## config.mk

```make
export PLATFORM = sky130hd
export DESIGN_NAME = addr_mapper
export DESIGN_NICKNAME = d
export VERILOG_FILES = /design/src/rtl/addr_mapper.sv
export SDC_FILE = /design/constraint.sdc
export NUM_CORES = 1
export LEC_CHECK = 0
export BUFFER_PORTS_ARGS = -buffer_cell sky130_fd_sc_hd__buf_2
export CAP_MARGIN = 0
export CORE_UTILIZATION = 53
export CTS_CLUSTER_DIAMETER = 80
export DETAILED_ROUTE_END_ITERATION = 6
export GPL_ROUTABILITY_DRIVEN = 1
export PLACE_DENSITY = 0.78
export SLEW_MARGIN = 20
export SYNTH_ARGS = -nofsm -noshare
export SYNTH_HDL_FRONTEND = slang
export SYNTH_SLANG_ARGS = --single-unit
```

## constraint.sdc

```tcl
create_clock -name clk -period 3.3 [get_ports clk]
set_input_delay 0.33 -clock clk [delete_from_list [all_inputs] [get_ports clk]]
set_output_delay 0.33 -clock clk [all_outputs]
set_load 0.01 [all_outputs]
```

## src/rtl/addr_mapper.sv

```systemverilog
module addr_mapper #(
  parameter int NUM_ENT = 8
) (
  input  logic        clk,
  input  logic        rst_n,
  input  logic        req_valid,
  output logic        req_ready,
  input  logic [14:0] req_vaddr,
  input  logic        req_sys,
  input  logic [1:0]  req_kind,
  output logic        resp_valid,
  output logic        resp_trap,
  output logic [15:0] resp_paddr,
  input  logic        ptr_wr_en,
  input  logic        ptr_wr_sel,
  input  logic [15:0] ptr_wr_data,
  output logic        mem_rd_en,
  output logic [15:0] mem_rd_addr,
  input  logic        mem_rd_valid,
  input  logic [15:0] mem_rd_data
);
  localparam int PG_W  = 6;
  localparam int OFF_W = 9;
  localparam int BLK_W = 7;

  if (NUM_ENT < 8 || NUM_ENT > 32 || NUM_ENT % 4 != 0) begin : g_bad_cfg
    $error("NUM_ENT must be 8..32 in steps of 4");
  end

  typedef enum logic [1:0] {S_IDLE, S_LOOK, S_ISSUE, S_WAIT} st_t;

  st_t              st_q;
  logic [PG_W-1:0]  vpage_q;
  logic [OFF_W-1:0] off_q;
  logic             sys_q;
  logic [1:0]       kind_q;
  logic [15:0]      ptr_sys_q, ptr_usr_q;

  logic [NUM_ENT-1:0] ent_vld_q, ent_sys_q, next_q;
  logic [PG_W-1:0]    ent_page_q [NUM_ENT];
  logic [2:0]         ent_perm_q [NUM_ENT];
  logic [BLK_W-1:0]   ent_blk_q  [NUM_ENT];

  logic [NUM_ENT-1:0] hit_vec;
  logic [2:0]         hit_perm;
  logic [BLK_W-1:0]   hit_blk;
  logic               hit, bypass, allowed, load;

  always_comb begin
    hit_vec  = '0;
    hit_perm = '0;
    hit_blk  = '0;
    for (int i = 0; i < NUM_ENT; i++) begin
      hit_vec[i] = ent_vld_q[i] && (ent_sys_q[i] == sys_q) && (ent_page_q[i] == vpage_q);
      if (hit_vec[i]) begin
        hit_perm = hit_perm | ent_perm_q[i];
        hit_blk  = hit_blk | ent_blk_q[i];
      end
    end
  end

  always_comb begin
    case (kind_q)
      2'd0:    allowed = hit_perm[2];
      2'd1:    allowed = hit_perm[1];
      2'd2:    allowed = hit_perm[0];
      default: allowed = 1'b0;
    endcase
  end

  assign hit         = |hit_vec;
  assign bypass      = sys_q && (vpage_q == '0);
  assign req_ready   = (st_q == S_IDLE);
  assign resp_valid  = (st_q == S_LOOK) && (bypass || hit);
  assign resp_trap   = resp_valid && !bypass && !allowed;
  assign resp_paddr  = (resp_valid && !resp_trap) ?
                       {(bypass ? {BLK_W{1'b0}} : hit_blk), off_q} : 16'd0;
  assign mem_rd_en   = (st_q == S_ISSUE);
  assign mem_rd_addr = (sys_q ? ptr_sys_q : ptr_usr_q) + 16'(vpage_q);
  assign load        = (st_q == S_WAIT) && mem_rd_valid;

  always_ff @(posedge clk) begin
    if (!rst_n) begin
      st_q    <= S_IDLE;
      vpage_q <= '0;
      off_q   <= '0;
      sys_q   <= 1'b0;
      kind_q  <= '0;
    end else begin
      case (st_q)
        S_IDLE: if (req_valid) begin
          st_q    <= S_LOOK;
          vpage_q <= req_vaddr[14:9];
          off_q   <= req_vaddr[8:0];
          sys_q   <= req_sys;
          kind_q  <= req_kind;
        end
        S_LOOK:  st_q <= (bypass || hit) ? S_IDLE : S_ISSUE;
        S_ISSUE: st_q <= S_WAIT;
        S_WAIT:  if (mem_rd_valid) st_q <= S_LOOK;
        default: st_q <= S_IDLE;
      endcase
    end
  end

  always_ff @(posedge clk) begin
    if (!rst_n) begin
      ptr_sys_q <= '0;
      ptr_usr_q <= '0;
    end else if (ptr_wr_en) begin
      if (ptr_wr_sel) ptr_sys_q <= ptr_wr_data;
      else            ptr_usr_q <= ptr_wr_data;
    end
  end

  always_ff @(posedge clk) begin
    if (!rst_n) begin
      ent_vld_q <= '0;
      next_q    <= NUM_ENT'(1);
    end else begin
      if (ptr_wr_en)  ent_vld_q <= '0;
      else if (load)  ent_vld_q <= ent_vld_q | next_q;
      if (load)       next_q <= {next_q[NUM_ENT-2:0], next_q[NUM_ENT-1]};
    end
  end

  always_ff @(posedge clk) begin
    if (!rst_n) begin
      ent_sys_q <= '0;
      for (int i = 0; i < NUM_ENT; i++) begin
        ent_page_q[i] <= '0;
        ent_perm_q[i] <= '0;
        ent_blk_q[i]  <= '0;
      end
    end else if (load) begin
      for (int i = 0; i < NUM_ENT; i++) begin
        if (next_q[i]) begin
          ent_sys_q[i]  <= sys_q;
          ent_page_q[i] <= vpage_q;
          ent_perm_q[i] <= mem_rd_data[9:7];
          ent_blk_q[i]  <= mem_rd_data[6:0];
        end
      end
    end
  end


  single_read_chk: assert property (@(posedge clk) disable iff (!rst_n)
    mem_rd_en |=> !mem_rd_en);


  ptr_clear_chk: assert property (@(posedge clk) disable iff (!rst_n)
    ptr_wr_en |=> (ent_vld_q == '0));


  rr_marker_chk: assert property (@(posedge clk) disable iff (!rst_n)
    $countones(next_q) == 1);


  bypass_chk: assert property (@(posedge clk) disable iff (!rst_n)
    (resp_valid && sys_q && vpage_q == '0) |-> (!resp_trap && resp_paddr[15:9] == '0));


  busy_chk: assert property (@(posedge clk) disable iff (!rst_n)
    (req_valid && req_ready) |=> !req_ready);


  trap_chk: assert property (@(posedge clk) disable iff (!rst_n)
    resp_trap |-> (resp_valid && resp_paddr == 16'd0));


  offset_chk: assert property (@(posedge clk) disable iff (!rst_n)
    (resp_valid && !resp_trap) |-> (resp_paddr[8:0] == off_q));
endmodule

```

After elaboration in Yosys (flattened, before gate mapping)
Memory sizes are Yosys's and may differ from the RTL's.
Cells that the tools add are included.
{ "word_totals": {"latchBits": 0, "elab_cells": 209, "mem_bits_rw": 128, "ff_bits": 76, "memories": 3, "out_inout_bits": 36, "mem_bits_ro": 0} }
{ "op_classes": {"reduce_logical": 43, "div": 0, "bitwise": 41, "multipliers": 0, "mux": 81, "n_eq_ne": 23, "shift": 0, "n_lt_le_gt_ge": 0, "n_addsub": 1} }
{ "memory_table": {"columns": ["name", "words", "width", "read_ports", "rd_clocked_by_memory_dff", "wr", "line", "text"], "rows": [
  ["ent_blk_q", 8, 7, 8, 0, 8, "42", "logic [BLK_W-1:0] ent_blk_q [NUM_ENT];"],
  ["ent_page_q", 8, 6, 8, 0, 8, "40", "logic [PG_W-1:0] ent_page_q [NUM_ENT];"],
  ["ent_perm_q", 8, 3, 8, 0, 8, "41", "logic [2:0] ent_perm_q [NUM_ENT];"]
]} }
{ "op_table": {"columns": ["op", "n"], "rows": [
  ["7-bit 2-to-1 mux", 17],
  ["7-bit OR", 7],
  ["6-bit equality test", 8],
  ["3-bit 2-to-1 mux", 16],
  ["6-bit 2-to-1 mux", 8],
  ["1-bit 2-to-1 mux", 33],
  ["16-bit 2-to-1 mux", 2],
  ["1-bit OR", 24],
  ["2-bit AND reduction", 12],
  ["1-bit logical AND", 22],
  ["3-bit OR", 7],
  ["16-bit by 6-bit adder with 16-bit output", 1],
  ["1-bit equality test", 8],
  ["8-bit OR", 1],
  ["2-bit one-hot mux with 4 select lines", 1],
  ["8-bit OR reduction", 1],
  ["2-bit equality test, second input constant", 3],
  ["6-bit logical NOT", 1],
  ["2-bit 2-to-1 mux", 3],
  ["2-bit by 1-bit equality test with 1-bit output, second input constant", 2],
  ["2-bit logical NOT", 2],
  ["2-bit != test, second input constant", 2],
  ["1-bit logical NOT", 3],
  ["1-bit one-hot mux with 3 select lines", 1],
  ["3 further kinds", 4]
]} }

Depth between registers and ports, before layout
{ "depth": {"depth_word": 24, "ltp_mapped": 15, "depth_no_buf": 11} }

Worst setup path after synthesis
Ideal clock, no wire load.
{ "synth_path": {"path_type": "register -> output", "start": "reg sys_q", "end": "out mem_rd_addr[12]", "t_arrival_ns": 3.210, "path_slack_ns": -0.240, "path_stages_with_launch": 16, "n_path_buf": 4, "cell_sequence": "dfxtp_1 > buf_6 > buf_12 > clkbuf_1 > buf_2 > mux2_2 > ha_1 > inv_1 > fa_1 > nor2b_1 > o21ai_0 > a21oi_1 > o21ai_0 > a21oi_2 > a41o_1 > o22ai_1"} }
{ "synth_between": {"elab_chain_cells": 2} }
{ "synth_lines": {"columns": ["item", "line", "text"], "rows": [
  ["start, declared", "35", "logic sys_q;"],
  ["start signal, assigned", "95", "sys_q <= req_sys;"],
  ["16-bit 2-to-1 mux", "79", "assign mem_rd_addr = (sys_q ? ptr_sys_q : ptr_usr_q) + 16'(vpage_q);"],
  ["16-bit by 6-bit adder with 16-bit output", "79", null],
  ["end, declared", "18", "output logic [15:0] mem_rd_addr,"]
]} }
Every way passes these cells.

Worst setup path after layout
{ "layout_path": {"start": "reg sys_q", "end": "out mem_rd_addr[10]"} }
Same word-level chain as after synthesis.

==> flow_summary_export.csv <==
group,metric,value,unit
final_layout,nets,1061,
final_layout,antenna_cells,0,
route,drtAntennaViolNets,0,
place,io_buffers,85,
synthesis,ys_types,51,
global_routing,grt_pass1_wl,35.9,mm
final_layout,final_common_cell,"nand2_1",
floorplanning,design.die.area,0.0182,sq mm
timing,hold_viol_final,0,
pwr,ir_drop,397,uV
clock_network,clkTransAtPathRegs,60,ps
setup_path,worstPathRequired,2970,ps
setup_path,crit_type,"reg -> out",
pwr,leakagePower,4.05,nW
route,drc,0,
floorplanning,ioPinCount,92,
pwr,power,5.90,mW
setup_path,max_stage_delay,380,ps
clock_network,insertion_delay,500,ps
floorplanning,row_count,48,
floorplanning,die_h,135,microns
place,hpwl,14.7,mm
synthesis,postSynthCellCount,884,
setup_path,critPathBufInv,2,
global_routing,globalRoute.totalOverflow,0,
clock_network,cts-hold-fix-buffers,0,
synthesis,synth-edff-count,128,
timing,worstMarginPinSlew,895,ps
clock_network,cts_max_path_buffers,3,
route,routed_wirelength,23.2,mm
timing,fmax,311,MHz
setup_path,cp_slowest_cell,"dfxtp_4",
timing,relSlewSlack,0.402,
synthesis,syn_nets,952,
route,routed_via_density,5.66,
route,dr.pass1.iters,5,
synthesis,syn_area,0.00939,sq mm
setup_path,critical_path.max_fanout,6,
place,gp_congestion,0.846,
synthesis,ys.flop_type,"edfxtp_1",
hold_path,hp-class,"in -> reg",
setup_path,start_kind,"flip-flop",
timing,fin_crit,3220,ps
setup_path,arrival,2890,ps
setup_path,path_cells,"mux2_4, ha_4, inv_2, fa_2, nor2b_1, o21ai_2, a21oi_2, o21ai_4, a21oi_4, a31oi_1, a32o_1, buf_2",
timing,rsz0062_at_grt,"true",
run,drv_cap,0,
timing,clock_skew,12.6,ps
timing,hold_slack,72.4,ps
global_routing,antenna_found_initial,0,
timing,finalSetupViolCount,0,
synthesis,async_reset_ff_frac,0,
timing,report.final.slew_viol_count,0,
route,drtIter0Drc,697,
status,outcome,"finished, final reports clean",
synthesis,yosysWarnings,0,
clock_network,numCtsBuffers,22,
final_layout,layout_common_cells,"170 x nand2_1, 128 x edfxtp_1, 101 x nor2_1",
global_routing,grt_pass1_vias,6823,
floorplanning,core,0.0173,sq mm
clock_network,cts_sinks,204,
synthesis,synth_area_per_cell,10.6,sq um
timing,fin_ws,80.0,ps
setup_path,crit_family,"compound AO/OA/AOI/OAI gates",
final_layout,areaGrowthSynthToFinish,18.1,%
pwr,power_density,532,mW/mm^2
clock_network,cts_tree,"built",
clock_network,clk_root_buffer_cell,"clkbuf_16",
global_routing,grt_max_degree,46,
route,wire_per_inst,18.8,microns
synthesis,ys_ff_latch,204,
clock_network,htree_levels,1,
floorplanning,die-width,135,microns
floorplanning,initial_core_util,0.543,
setup_path,crit_path_end_kind,"primary output",
global_routing,grt_usage,0.258,
timing,post-route-period-util,0.976,
synthesis,yosysSeqAreaShare,0.572,
place,dpl_worst_slack,202,ps
route,vias,6980,
final_layout,drive_gt1_frac,0.220,
## area by class of cell
class,count,area (sq um)
timing repair buffer,132,807
inverter,35,131
clock inverter,14,149
tap,225,282
multi-input combinational,598,3750
fill,1302,6210
clock buffer,26,587
sequential,204,5380
## per-layer routing
metal / global-route usage / share of wire / up-vias
li1: - / - / 3280
met1: 0.338 / 0.41 / 3335
met2: 0.444 / 0.49 / 323
met3: 0.0458 / 0.085 / 42
met4: 0.0562 / 0.015 / 0
met5: 0 / 0 / -
## registers in the layout, indices dropped and copies added (netlist names)
register / flops
next_q: 8
ptr_sys_q: 16
off_q: 9
ent_sys_q: 8
ent_perm_q: 24
sys_q: 1
ent_page_q: 48
ptr_usr_q: 16
vpage_q: 6
st_q: 2
kind_q: 2
ent_vld_q: 8
ent_blk_q: 56
## power breakdown
group / internal, mW / switching (mW) / total (mW)
combinational: 0.206 / 0.309 / 0.515
sequential: 2.82 / 0.0691 / 2.89
clock: 1.51 / 0.993 / 2.50
total: 4.53 / 1.37 / 5.90
## kinds of logic (layout without fill, tap and decap cells)
family / Yosys count / count (layout) / share of synthesized area
AO/OA/AOI/OAI: 150 / 151 / 0.124
XOR/XNOR: 68 / 68 / 0.0650
adder cells (fa/ha/maj): 12 / 12 / 0.0168
buffers and inverters: 83 / 207 / 0.0428
flip-flops: 204 / 204 / 0.572
multiplexers: 14 / 14 / 0.0157
AND/OR/NAND/NOR: 353 / 353 / 0.164
## metrics by stage
stage | utilization | area [sq um] | std cells | setup TNS, ps
2_1_floorplan | - | 9390 | 884 | 0
3_3_place_gp | 0.584 | 10100 | 1182 | 0
3_5_place_dp | 0.584 | 10100 | 1182 | 0
4_1_cts | 0.635 | 11000 | 1230 | 0
5_1_grt | 0.641 | 11100 | 1234 | -83.4
6_report | 0.641 | 11100 | 1234 | 0
## synth_stat cells, types with 11 or more instances
| cell type | n | share of area |
|---|---|---|
| a21boi_0 | 65 | 0.052 |
| a21oi_1 | 12 | 0.0064 |
| a22oi_1 | 17 | 0.014 |
| clkbuf_1 | 30 | 0.012 |
| dfxtp_1 | 76 | 0.16 |
| edfxtp_1 | 128 | 0.41 |
| ha_1 | 11 | 0.015 |
| inv_1 | 35 | 0.014 |
| nand2_1 | 171 | 0.068 |
| nand3_1 | 16 | 0.0085 |
| nand4_1 | 12 | 0.0080 |
| nor2_1 | 103 | 0.041 |
| nor2b_1 | 14 | 0.0093 |
| xnor2_1 | 61 | 0.057 |
## worst min-delay path, cell delays in order
cell and delay, ps:
buf_2 100, nand2_1 40, a21boi_0 60
## worst paths after layout
kind	startpoint	endpoint	slack (ps)	cells past startpoint
worst max-delay path	sys_q$_SDFFE_PN0P_	mem_rd_addr[10]	80	12
worst min-delay path	req_vaddr[2]	off_q[2]$_SDFFE_PN0P_	70	3
worst max register to register	st_q[0]$_SDFFE_PN0P_	ent_page_q[1][8]$_SDFFCE_PN0P_	830	4
worst min register to register	ptr_usr_q[14]$_SDFFE_PN0P_	ptr_usr_q[14]$_SDFFE_PN0P_	460	2
## timing repair
action / in CTS / in global routing
setup endpoints to repair: 25 / 23
cloned: 1 / 0
pin swaps: 7 / 9
gates resized for setup: 22 / 16
buffers inserted: 7 / 4
No activity file was read; power rests on OpenSTA's default activity.
